**config.mk**
```make
export PLATFORM = sky130hd
export DESIGN_NAME = bgf_fetch_seq
export DESIGN_NICKNAME = d
export VERILOG_FILES = /design/src/rtl/bgf_pkg.sv /design/src/rtl/bgf_ctrl.sv /design/src/rtl/bgf_datapath.sv /design/src/rtl/bgf_fetch_seq.sv
export SDC_FILE = /design/constraint.sdc
export NUM_CORES = 1
export LEC_CHECK = 0
export CAP_MARGIN = 20
export CORE_MARGIN = 5
export CORE_UTILIZATION = 43
export CTS_CLUSTER_SIZE = 8
export DETAILED_ROUTE_END_ITERATION = 6
export PLACE_DENSITY = 0.84
export SLEW_MARGIN = 5
export SYNTH_ARGS = -nofsm -noshare
export SYNTH_HDL_FRONTEND = slang
export SYNTH_SLANG_ARGS = --single-unit
```
**constraint.sdc**
```tcl
create_clock -name clk -period 3.8 [get_ports clk]
set_input_delay 0.76 -clock clk [delete_from_list [all_inputs] [get_ports clk]]
set_output_delay 0.76 -clock clk [all_outputs]
set_load 0.05 [all_outputs]
```
**src/rtl/bgf_pkg.sv**
```systemverilog
package bgf_pkg;
  typedef enum logic [1:0] {
    SEL_NT  = 2'd0,
    SEL_AT  = 2'd1,
    SEL_PLO = 2'd2,
    SEL_PHI = 2'd3
  } fetchSel_e;

  typedef struct packed {
    logic      rdEn;
    fetchSel_e sel;
    logic      ldNt;
    logic      ldAt;
    logic      ldLo;
    logic      ldHi;
    logic      shiftEn;
    logic      shiftLoad;
  } fetchCtl_t;
endpackage

```
**src/rtl/bgf_ctrl.sv**
```systemverilog
module bgf_ctrl
  import bgf_pkg::*;
#(
  parameter int DOT_W         = 9,
  parameter int LINE_W        = 9,
  parameter int VISIBLE_LINES = 240,
  parameter int PRE_LINE      = 261,
  parameter int TILE_END      = 256,
  parameter int SPR_END       = 320,
  parameter int PREF_END      = 336,
  parameter int EXTRA_NT_A    = 337,
  parameter int EXTRA_NT_B    = 339,
  parameter int SKIP_AT       = 339,
  parameter int SLOT_W        = 3
) (
  input  logic              clk,
  input  logic              rstN,
  input  logic [DOT_W-1:0]  dot,
  input  logic [LINE_W-1:0] scanline,
  input  logic              renderEn,
  input  logic              oddFrame,
  input  logic              ntscMode,
  output fetchCtl_t         ctl,
  output logic              skipDot
);
  localparam logic [DOT_W-1:0]  DotOne    = DOT_W'(1);
  localparam logic [DOT_W-1:0]  DotTile   = DOT_W'(TILE_END);
  localparam logic [DOT_W-1:0]  DotSprLo  = DOT_W'(TILE_END + 1);
  localparam logic [DOT_W-1:0]  DotSprHi  = DOT_W'(SPR_END);
  localparam logic [DOT_W-1:0]  DotPrefLo = DOT_W'(SPR_END + 1);
  localparam logic [DOT_W-1:0]  DotPrefHi = DOT_W'(PREF_END);
  localparam logic [DOT_W-1:0]  DotExA    = DOT_W'(EXTRA_NT_A);
  localparam logic [DOT_W-1:0]  DotExB    = DOT_W'(EXTRA_NT_B);
  localparam logic [DOT_W-1:0]  DotSkip   = DOT_W'(SKIP_AT);
  localparam logic [LINE_W-1:0] LineVis   = LINE_W'(VISIBLE_LINES);
  localparam logic [LINE_W-1:0] LinePre   = LINE_W'(PRE_LINE);
  localparam logic [SLOT_W-1:0] StepNt    = SLOT_W'(1);
  localparam logic [SLOT_W-1:0] StepAt    = SLOT_W'(2);
  localparam logic [SLOT_W-1:0] StepLo    = SLOT_W'(3);
  localparam logic [SLOT_W-1:0] StepHi    = SLOT_W'(5);

  logic              fetchLine;
  logic              active;
  logic              inTile;
  logic              inSpr;
  logic              extraNt;
  logic [SLOT_W-1:0] step;

  assign fetchLine = (scanline < LineVis) || (scanline == LinePre);
  assign active    = renderEn && fetchLine;
  assign inTile    = ((dot >= DotOne) && (dot <= DotTile)) ||
                     ((dot >= DotPrefLo) && (dot <= DotPrefHi));
  assign inSpr     = (dot >= DotSprLo) && (dot <= DotSprHi);
  assign extraNt   = (dot == DotExA) || (dot == DotExB);
  assign step      = dot[SLOT_W-1:0];

  always_comb begin
    ctl     = '0;
    ctl.sel = SEL_NT;
    if (active) begin
      if (inTile) begin
        ctl.shiftEn   = 1'b1;
        ctl.shiftLoad = (step == StepNt);
        case (step)
          StepNt: begin ctl.rdEn = 1'b1; ctl.sel = SEL_NT;  ctl.ldNt = 1'b1; end
          StepAt: begin ctl.rdEn = 1'b1; ctl.sel = SEL_AT;  ctl.ldAt = 1'b1; end
          StepLo: begin ctl.rdEn = 1'b1; ctl.sel = SEL_PLO; ctl.ldLo = 1'b1; end
          StepHi: begin ctl.rdEn = 1'b1; ctl.sel = SEL_PHI; ctl.ldHi = 1'b1; end
          default: ;
        endcase
      end else if (inSpr) begin
        if (step == StepNt) begin
          ctl.rdEn = 1'b1;
          ctl.sel  = SEL_NT;
        end else if (step == StepLo) begin
          ctl.rdEn = 1'b1;
          ctl.sel  = SEL_AT;
        end
      end else if (extraNt) begin
        ctl.rdEn = 1'b1;
        ctl.sel  = SEL_NT;
      end
    end
  end

  assign skipDot = renderEn && ntscMode && oddFrame &&
                   (scanline == LinePre) && (dot == DotSkip);

  a_r10_no_read_when_off: assert property (@(posedge clk) disable iff (!rstN)
    !renderEn |-> !ctl.rdEn);
  a_r9_skip_position: assert property (@(posedge clk) disable iff (!rstN)
    skipDot |-> (dot == DotSkip && scanline == LinePre && oddFrame));
  a_r5_single_load: assert property (@(posedge clk) disable iff (!rstN)
    $onehot0({ctl.ldNt, ctl.ldAt, ctl.ldLo, ctl.ldHi}));
  a_r2_load_needs_read: assert property (@(posedge clk) disable iff (!rstN)
    (ctl.ldNt || ctl.ldAt || ctl.ldLo || ctl.ldHi) |-> (ctl.rdEn && ctl.shiftEn));
endmodule

```
**src/rtl/bgf_datapath.sv**
```systemverilog
module bgf_datapath
  import bgf_pkg::*;
#(
  parameter int ADDR_W = 14,
  parameter int DATA_W = 8,
  parameter int V_W    = 15
) (
  input  logic                clk,
  input  logic                rstN,
  input  fetchCtl_t           ctl,
  input  logic [V_W-1:0]      vramAddr,
  input  logic                bgPatSel,
  input  logic [DATA_W-1:0]   rdData,
  output logic [ADDR_W-1:0]   busAddr,
  output logic                rdStrobe,
  output logic [DATA_W-1:0]   tileIdx,
  output logic [3:0]          palOffset,
  output logic [DATA_W-1:0]   patLo,
  output logic [DATA_W-1:0]   patHi,
  output logic [2*DATA_W-1:0] shiftLo,
  output logic [2*DATA_W-1:0] shiftHi
);
  localparam int SHIFT_W = 2 * DATA_W;

  logic [ADDR_W-1:0] ntAddr;
  logic [ADDR_W-1:0] atAddr;
  logic [ADDR_W-1:0] patAddrLo;
  logic [ADDR_W-1:0] patAddrHi;
  logic [1:0]        quadSel;
  logic [1:0]        palPick;
  logic [1:0]        palReg;

  // Nametable: fixed 0x2000 window plus the low 12 bits of v.
  assign ntAddr    = {2'b10, vramAddr[11:0]};
  // Attribute: table at end of the selected nametable, coarse X/Y divided by four.
  assign atAddr    = {2'b10, vramAddr[11:10], 4'b1111, vramAddr[9:7], vramAddr[4:2]};
  // Pattern: table select, tile index, plane bit, fine Y.
  assign patAddrLo = {1'b0, bgPatSel, tileIdx, 1'b0, vramAddr[14:12]};
  assign patAddrHi = {1'b0, bgPatSel, tileIdx, 1'b1, vramAddr[14:12]};

  always_comb begin
    busAddr = '0;
    if (ctl.rdEn) begin
      case (ctl.sel)
        SEL_NT:  busAddr = ntAddr;
        SEL_AT:  busAddr = atAddr;
        SEL_PLO: busAddr = patAddrLo;
        SEL_PHI: busAddr = patAddrHi;
        default: busAddr = '0;
      endcase
    end
  end
  assign rdStrobe = ctl.rdEn;

  // Quadrant of the 32x32 area: bit 1 of coarse Y and bit 1 of coarse X.
  assign quadSel = {vramAddr[6], vramAddr[1]};
  always_comb begin
    case (quadSel)
      2'd0:    palPick = rdData[1:0];
      2'd1:    palPick = rdData[3:2];
      2'd2:    palPick = rdData[5:4];
      default: palPick = rdData[7:6];
    endcase
  end

  always_ff @(posedge clk or negedge rstN) begin
    if (!rstN) begin
      tileIdx <= '0;
      palReg  <= '0;
      patLo   <= '0;
      patHi   <= '0;
      shiftLo <= '0;
      shiftHi <= '0;
    end else begin
      if (ctl.ldNt) tileIdx <= rdData;
      if (ctl.ldAt) palReg  <= palPick;
      if (ctl.ldLo) patLo   <= rdData;
      if (ctl.ldHi) patHi   <= rdData;
      if (ctl.shiftEn) begin
        shiftLo <= {shiftLo[SHIFT_W-2:0], 1'b0} |
                   (ctl.shiftLoad ? {{DATA_W{1'b0}}, patLo} : '0);
        shiftHi <= {shiftHi[SHIFT_W-2:0], 1'b0} |
                   (ctl.shiftLoad ? {{DATA_W{1'b0}}, patHi} : '0);
      end
    end
  end

  assign palOffset = {palReg, 2'b00};

  a_r4_plane_bit: assert property (@(posedge clk) disable iff (!rstN)
    (rdStrobe && (ctl.sel == SEL_PLO || ctl.sel == SEL_PHI)) |->
      (busAddr[3] == (ctl.sel == SEL_PHI)) && !busAddr[ADDR_W-1]);
  a_r3_attr_window: assert property (@(posedge clk) disable iff (!rstN)
    (rdStrobe && ctl.sel == SEL_AT) |-> (busAddr[9:6] == 4'hF && busAddr[13]));
  a_r10_idle_addr: assert property (@(posedge clk) disable iff (!rstN)
    !rdStrobe |-> (busAddr == '0));
  a_r8_shift_step: assert property (@(posedge clk) disable iff (!rstN)
    (ctl.shiftEn && !ctl.shiftLoad) |=> (shiftLo[0] == 1'b0 && shiftHi[0] == 1'b0));
endmodule

```
**src/rtl/bgf_fetch_seq.sv**
```systemverilog
module bgf_fetch_seq
  import bgf_pkg::*;
#(
  parameter int DOT_W  = 9,
  parameter int LINE_W = 9,
  parameter int ADDR_W = 14,
  parameter int DATA_W = 8,
  parameter int V_W    = 15
) (
  input  logic                clk,
  input  logic                rstN,
  input  logic [DOT_W-1:0]    dot,
  input  logic [LINE_W-1:0]   scanline,
  input  logic                renderEn,
  input  logic                oddFrame,
  input  logic                ntscMode,
  input  logic [V_W-1:0]      vramAddr,
  input  logic                bgPatSel,
  input  logic [DATA_W-1:0]   rdData,
  output logic [ADDR_W-1:0]   busAddr,
  output logic                rdStrobe,
  output logic                skipDot,
  output logic [DATA_W-1:0]   tileIdx,
  output logic [3:0]          palOffset,
  output logic [DATA_W-1:0]   patLo,
  output logic [DATA_W-1:0]   patHi,
  output logic [2*DATA_W-1:0] shiftLo,
  output logic [2*DATA_W-1:0] shiftHi
);
  fetchCtl_t ctl;

  bgf_ctrl #(.DOT_W(DOT_W), .LINE_W(LINE_W)) u_ctrl (
    .clk(clk), .rstN(rstN), .dot(dot), .scanline(scanline),
    .renderEn(renderEn), .oddFrame(oddFrame), .ntscMode(ntscMode),
    .ctl(ctl), .skipDot(skipDot)
  );

  bgf_datapath #(.ADDR_W(ADDR_W), .DATA_W(DATA_W), .V_W(V_W)) u_dp (
    .clk(clk), .rstN(rstN), .ctl(ctl), .vramAddr(vramAddr),
    .bgPatSel(bgPatSel), .rdData(rdData), .busAddr(busAddr),
    .rdStrobe(rdStrobe), .tileIdx(tileIdx), .palOffset(palOffset),
    .patLo(patLo), .patHi(patHi), .shiftLo(shiftLo), .shiftHi(shiftHi)
  );

  a_r10_frozen_when_off: assert property (@(posedge clk) disable iff (!rstN)
    !renderEn |=> ($stable(tileIdx) && $stable(patLo) && $stable(patHi) &&
                   $stable(palOffset) && $stable(shiftLo) && $stable(shiftHi)));
  a_r7_tail_reads_no_load: assert property (@(posedge clk) disable iff (!rstN)
    (dot > DOT_W'(336)) |=> ($stable(tileIdx) && $stable(shiftLo)));
  a_r6_dummy_reads_in_nt_space: assert property (@(posedge clk) disable iff (!rstN)
    (rdStrobe && dot > DOT_W'(256) && dot < DOT_W'(321)) |-> busAddr[ADDR_W-1]);
endmodule

```
==> key figures <==
Critical path
  • Most frequent CP cell: buf_6
  • Critical Path RT: 3.04 ns
  • Cell family with most CP delay: compound AO/OA/AOI/OAI gates
  • CP max FO: 6
  • Worst setup SP type: primary input
  • Reg2reg setup slack: between 2 and 3 ns
  • Setup CP Type: primary input to output pin
  • Critical path's slowest cell: or4_4
  • CP bufs+invs: 4
  • CP cell instances: buf_6 > or4_4 > o211a_4 > buf_6 > o41ai_4 > o2bb2ai_2 > buf_6 > a31oi_4 > a211oi_4 > buf_12
  • Worst Setup End Kind: output pin
  • Worst EP arrival: roughly 3.1 ns
  • Delay of the slowest critical-path stage: 0.55 ns

Die
  • CORE AREA: about 0.0067 sq mm
  • Initial core utilization: 0.435
  • Die area: 0.00851 sq mm
  • IO Count: ~120
  • Width of the die: ~92 um
  • Row count: 30
  • Die height: approximately 92 um

Timing
  • Setup ws final: -0.0747 ns
  • Fin Hold WS: 0.474 ns
  • Crit path time final: approximately 3.9 ns
  • Final Skew: ~0.0098 ns
  • Fin crit share: 1.02
  • Final hold viol count: 0
  • Worst slew margin: 0.371
  • Pin slew with the least headroom to its limit: 0.943 ns
  • Final Max Tran Viols: 0
  • Setup violators final: 5
  • RSZ-0062 raised after global routing: true
  • Fmax: 258 MHz

Synth
  • Synth top area share: 0.499
  • Yosys warnings: 0
  • Ys async rst share: 1.00
  • Number of enable flip-flop cells after synthesis: 0
  • Number of synthesized register bits: just under 60
  • Synth Flop Type: dfrtp_1
  • Post-synth top cells: 58 x dfrtp_1, 55 x nand2_1, 45 x nor2_1, 18 x mux2_2, 15 x o2bb2ai_1
  • Count of cell types in the netlist: between 40 and 50
  • Area leader, netlist: dfrtp_1
  • Sequential area share after synthesis: 0.499
  • Cells after Synth: 290
  • Synth top area cells: dfrtp_1 50%, nand2_1 7.1%, mux2_2 7.0%, nor2_1 5.8%, o2bb2ai_1 4.5%
  • Post-synthesis cell area: between 0.002 and 0.003 sq mm
  • Avg Cell Area, Syn: approximately 10 sq um
  • Most numerous cell in the Yosys netlist: dfrtp_1

Finish
  • P&R area growth vs syn: 77.5%
  • Fin cells: between 500 and 600
  • Number of fill cells in the layout: 424
  • Seq. cell area: about 0.0015 sq mm
  • Final Core Density: 0.773
  • Antenna cells: 0
  • Area occupied by multi-input gates: around 0.0017 sq mm
  • Post-layout nets: approximately 490
  • Layout cells sized above 1: 0.325

Placed design
  • Port-buffer cells: 120
  • Placed Cells: 504
  • GPL Wtd Cong: between 0.7 and 0.8
  • HPWL Detailed: roughly 6500 um

Route
  • WL/cell: just under 20 um
  • DRC Markers: 0
  • Total Wirelength: slightly above 10,000 um
  • Via count: around 2,900
  • Post-detailed-route count of antenna-violating nets: 0
  • Drt first pass iters: 4
  • Initial DRC Count: 87
  • Vias per Instance: 5.52

Global routing
  • Vias in the first global route: just under 3,000
  • Largest net degree at the start of global routing: 44
  • Antenna violations before repair: 0
  • Total Routing Usage GR: 0.213
  • GRT Residual Overflow: 0
  • First-pass GRT wire length: approximately 14,000 um

CTS
  • Clock Path Buffers: 2
  • CTS tree: done
  • Clock edge transition at the registers on the reported setup and hold paths: around 0.06 ns
  • Clk root buf: clkbuf_8
  • Skew-Pair Late Insertion Delay: around 0.33 ns
  • Cts bufs inserted: 9
  • Hold Buf Count CTS: 0
  • H-tree depth: 3
  • Clk sinks: 58

Status
  • Outcome: finished, violations left
  • Failing checks: negative setup slack

Job
  • # Max-Cap Violations: 0

Min path
  • Hold crit path type: register to register

Pwr
  • Worst IR Drop VDD: between 200 and 250 uV
  • Static Leakage: 2.23 nW
  • Total power: ~2.7 mW
  • Pwr/cell area: between 500 and 600 mW/mm^2
[where the power goes]
group / internal (mW) / switching, mW / leakage (nW) / total [mW]
Clock: 0.337 / 0.239 / 0.0986 / 0.577
Sequential: 0.769 / 0.128 / 0.728 / 0.897
Combinational: 0.438 / 0.797 / 1.40 / 1.24
Total: 1.54 / 1.16 / 2.23 / 2.71
[final cells by class]
type | instances | area share
sequential | 58 | 0.281
timing repair buffer | 157 | 0.319
multi-input combinational | 212 | 0.339
inverter | 3 | 0.00218
clock buffer | 12 | 0.0301
tap | 80 | 0.0194
clock inverter | 4 | 0.00969
[through the flow]
stage	TNS (ns)	setup WS (ns)	cell area, sq um
floorplan	-2.32	-0.271	2960
global placement	-3.02	-0.274	4530
finish	-0.163	-0.0747	5160
CTS	-0.141	-0.0354	4920
global route	-0.431	-0.104	5160
detailed placement	-3.90	-0.351	4530
[worst min-delay path: cells and delay by family (launching register included)]
kind / cells / cell delay [ns]
DFF: 1 / 0.34
and+or+nand+nor: 2 / 0.11
[metal layers]
metal | up-vias | GRT usage | wire length, um
li1 | 1316 | - | -
met1 | 1413 | 0.234 | 3780
met2 | 144 | 0.381 | 5250
met3 | 32 | 0.0763 | 794
met4 | 0 | 0.0693 | 319
met5 | - | 0 | 0
[flip-flops by register name, indices dropped and copies added (netlist names)]
name          flops
u_dp.palReg       2
u_dp.shiftLo     16
u_dp.tileIdx      8
u_dp.shiftHi     16
u_dp.patLo        8
u_dp.patHi        8
[worst paths after layout]
path | from | end | depth (start not counted)
max in group asynchronous | rstN | u_dp.shiftLo[2] | 2
min in group asynchronous | rstN | u_dp.shiftLo[11] | 1
worst min-delay path | u_dp.shiftHi[15] | u_dp.shiftHi[15] | 2
worst min register to register | u_dp.shiftHi[15] | u_dp.shiftHi[15] | 2
worst max register to register | u_dp.patLo[7] | u_dp.patLo[7] | 1
worst max-delay path | dot[2] | busAddr[4] | 10
[repair_timing]
action                                  4_1_cts  5_1_grt
buffers inserted                              4        2
pin swaps                                    12       24
endpoints found under the setup margin       14       14
hold endpoints to repair                      0        0
gates resized for setup                      47       49
cloned                                        1        0
[kinds of logic (layout without fill, tap and decap cells)]
| kind of cell | count (synthesis) | count (layout) | synth area share |
|---|---|---|---|
| other | 1 | 2 | 0.00129 |
| multiplexers | 28 | 28 | 0.127 |
| flip-flops | 58 | 58 | 0.499 |
| buffers and inverters | 21 | 176 | 0.0366 |
| AO/OA/AOI/OAI | 50 | 50 | 0.130 |
| AND/OR/NAND/NOR | 132 | 132 | 0.207 |
[cells in the final DEF (no fill, tap or decap), types with 3 or more instances in the layout]
| cell type | instances |
|---|---|
| a31oi_4 | 4 |
| buf_4 | 33 |
| buf_6 | 8 |
| nand3_1 | 3 |
| a211oi_4 | 11 |
| nand4_1 | 3 |
| clkbuf_8 | 11 |
| o2bb2ai_1 | 14 |
| nand2_1 | 54 |
| dfrtp_1 | 58 |
| nor2_1 | 42 |
| nand2b_1 | 3 |
| mux2_2 | 18 |
| nor2_2 | 3 |
| clkdlybuf4s50_1 | 90 |
| o21ai_2 | 3 |
| mux2_4 | 8 |
| inv_1 | 3 |
| buf_12 | 13 |
| dlymetal6s2s_1 | 6 |
Power figures use the tool's default switching activity.
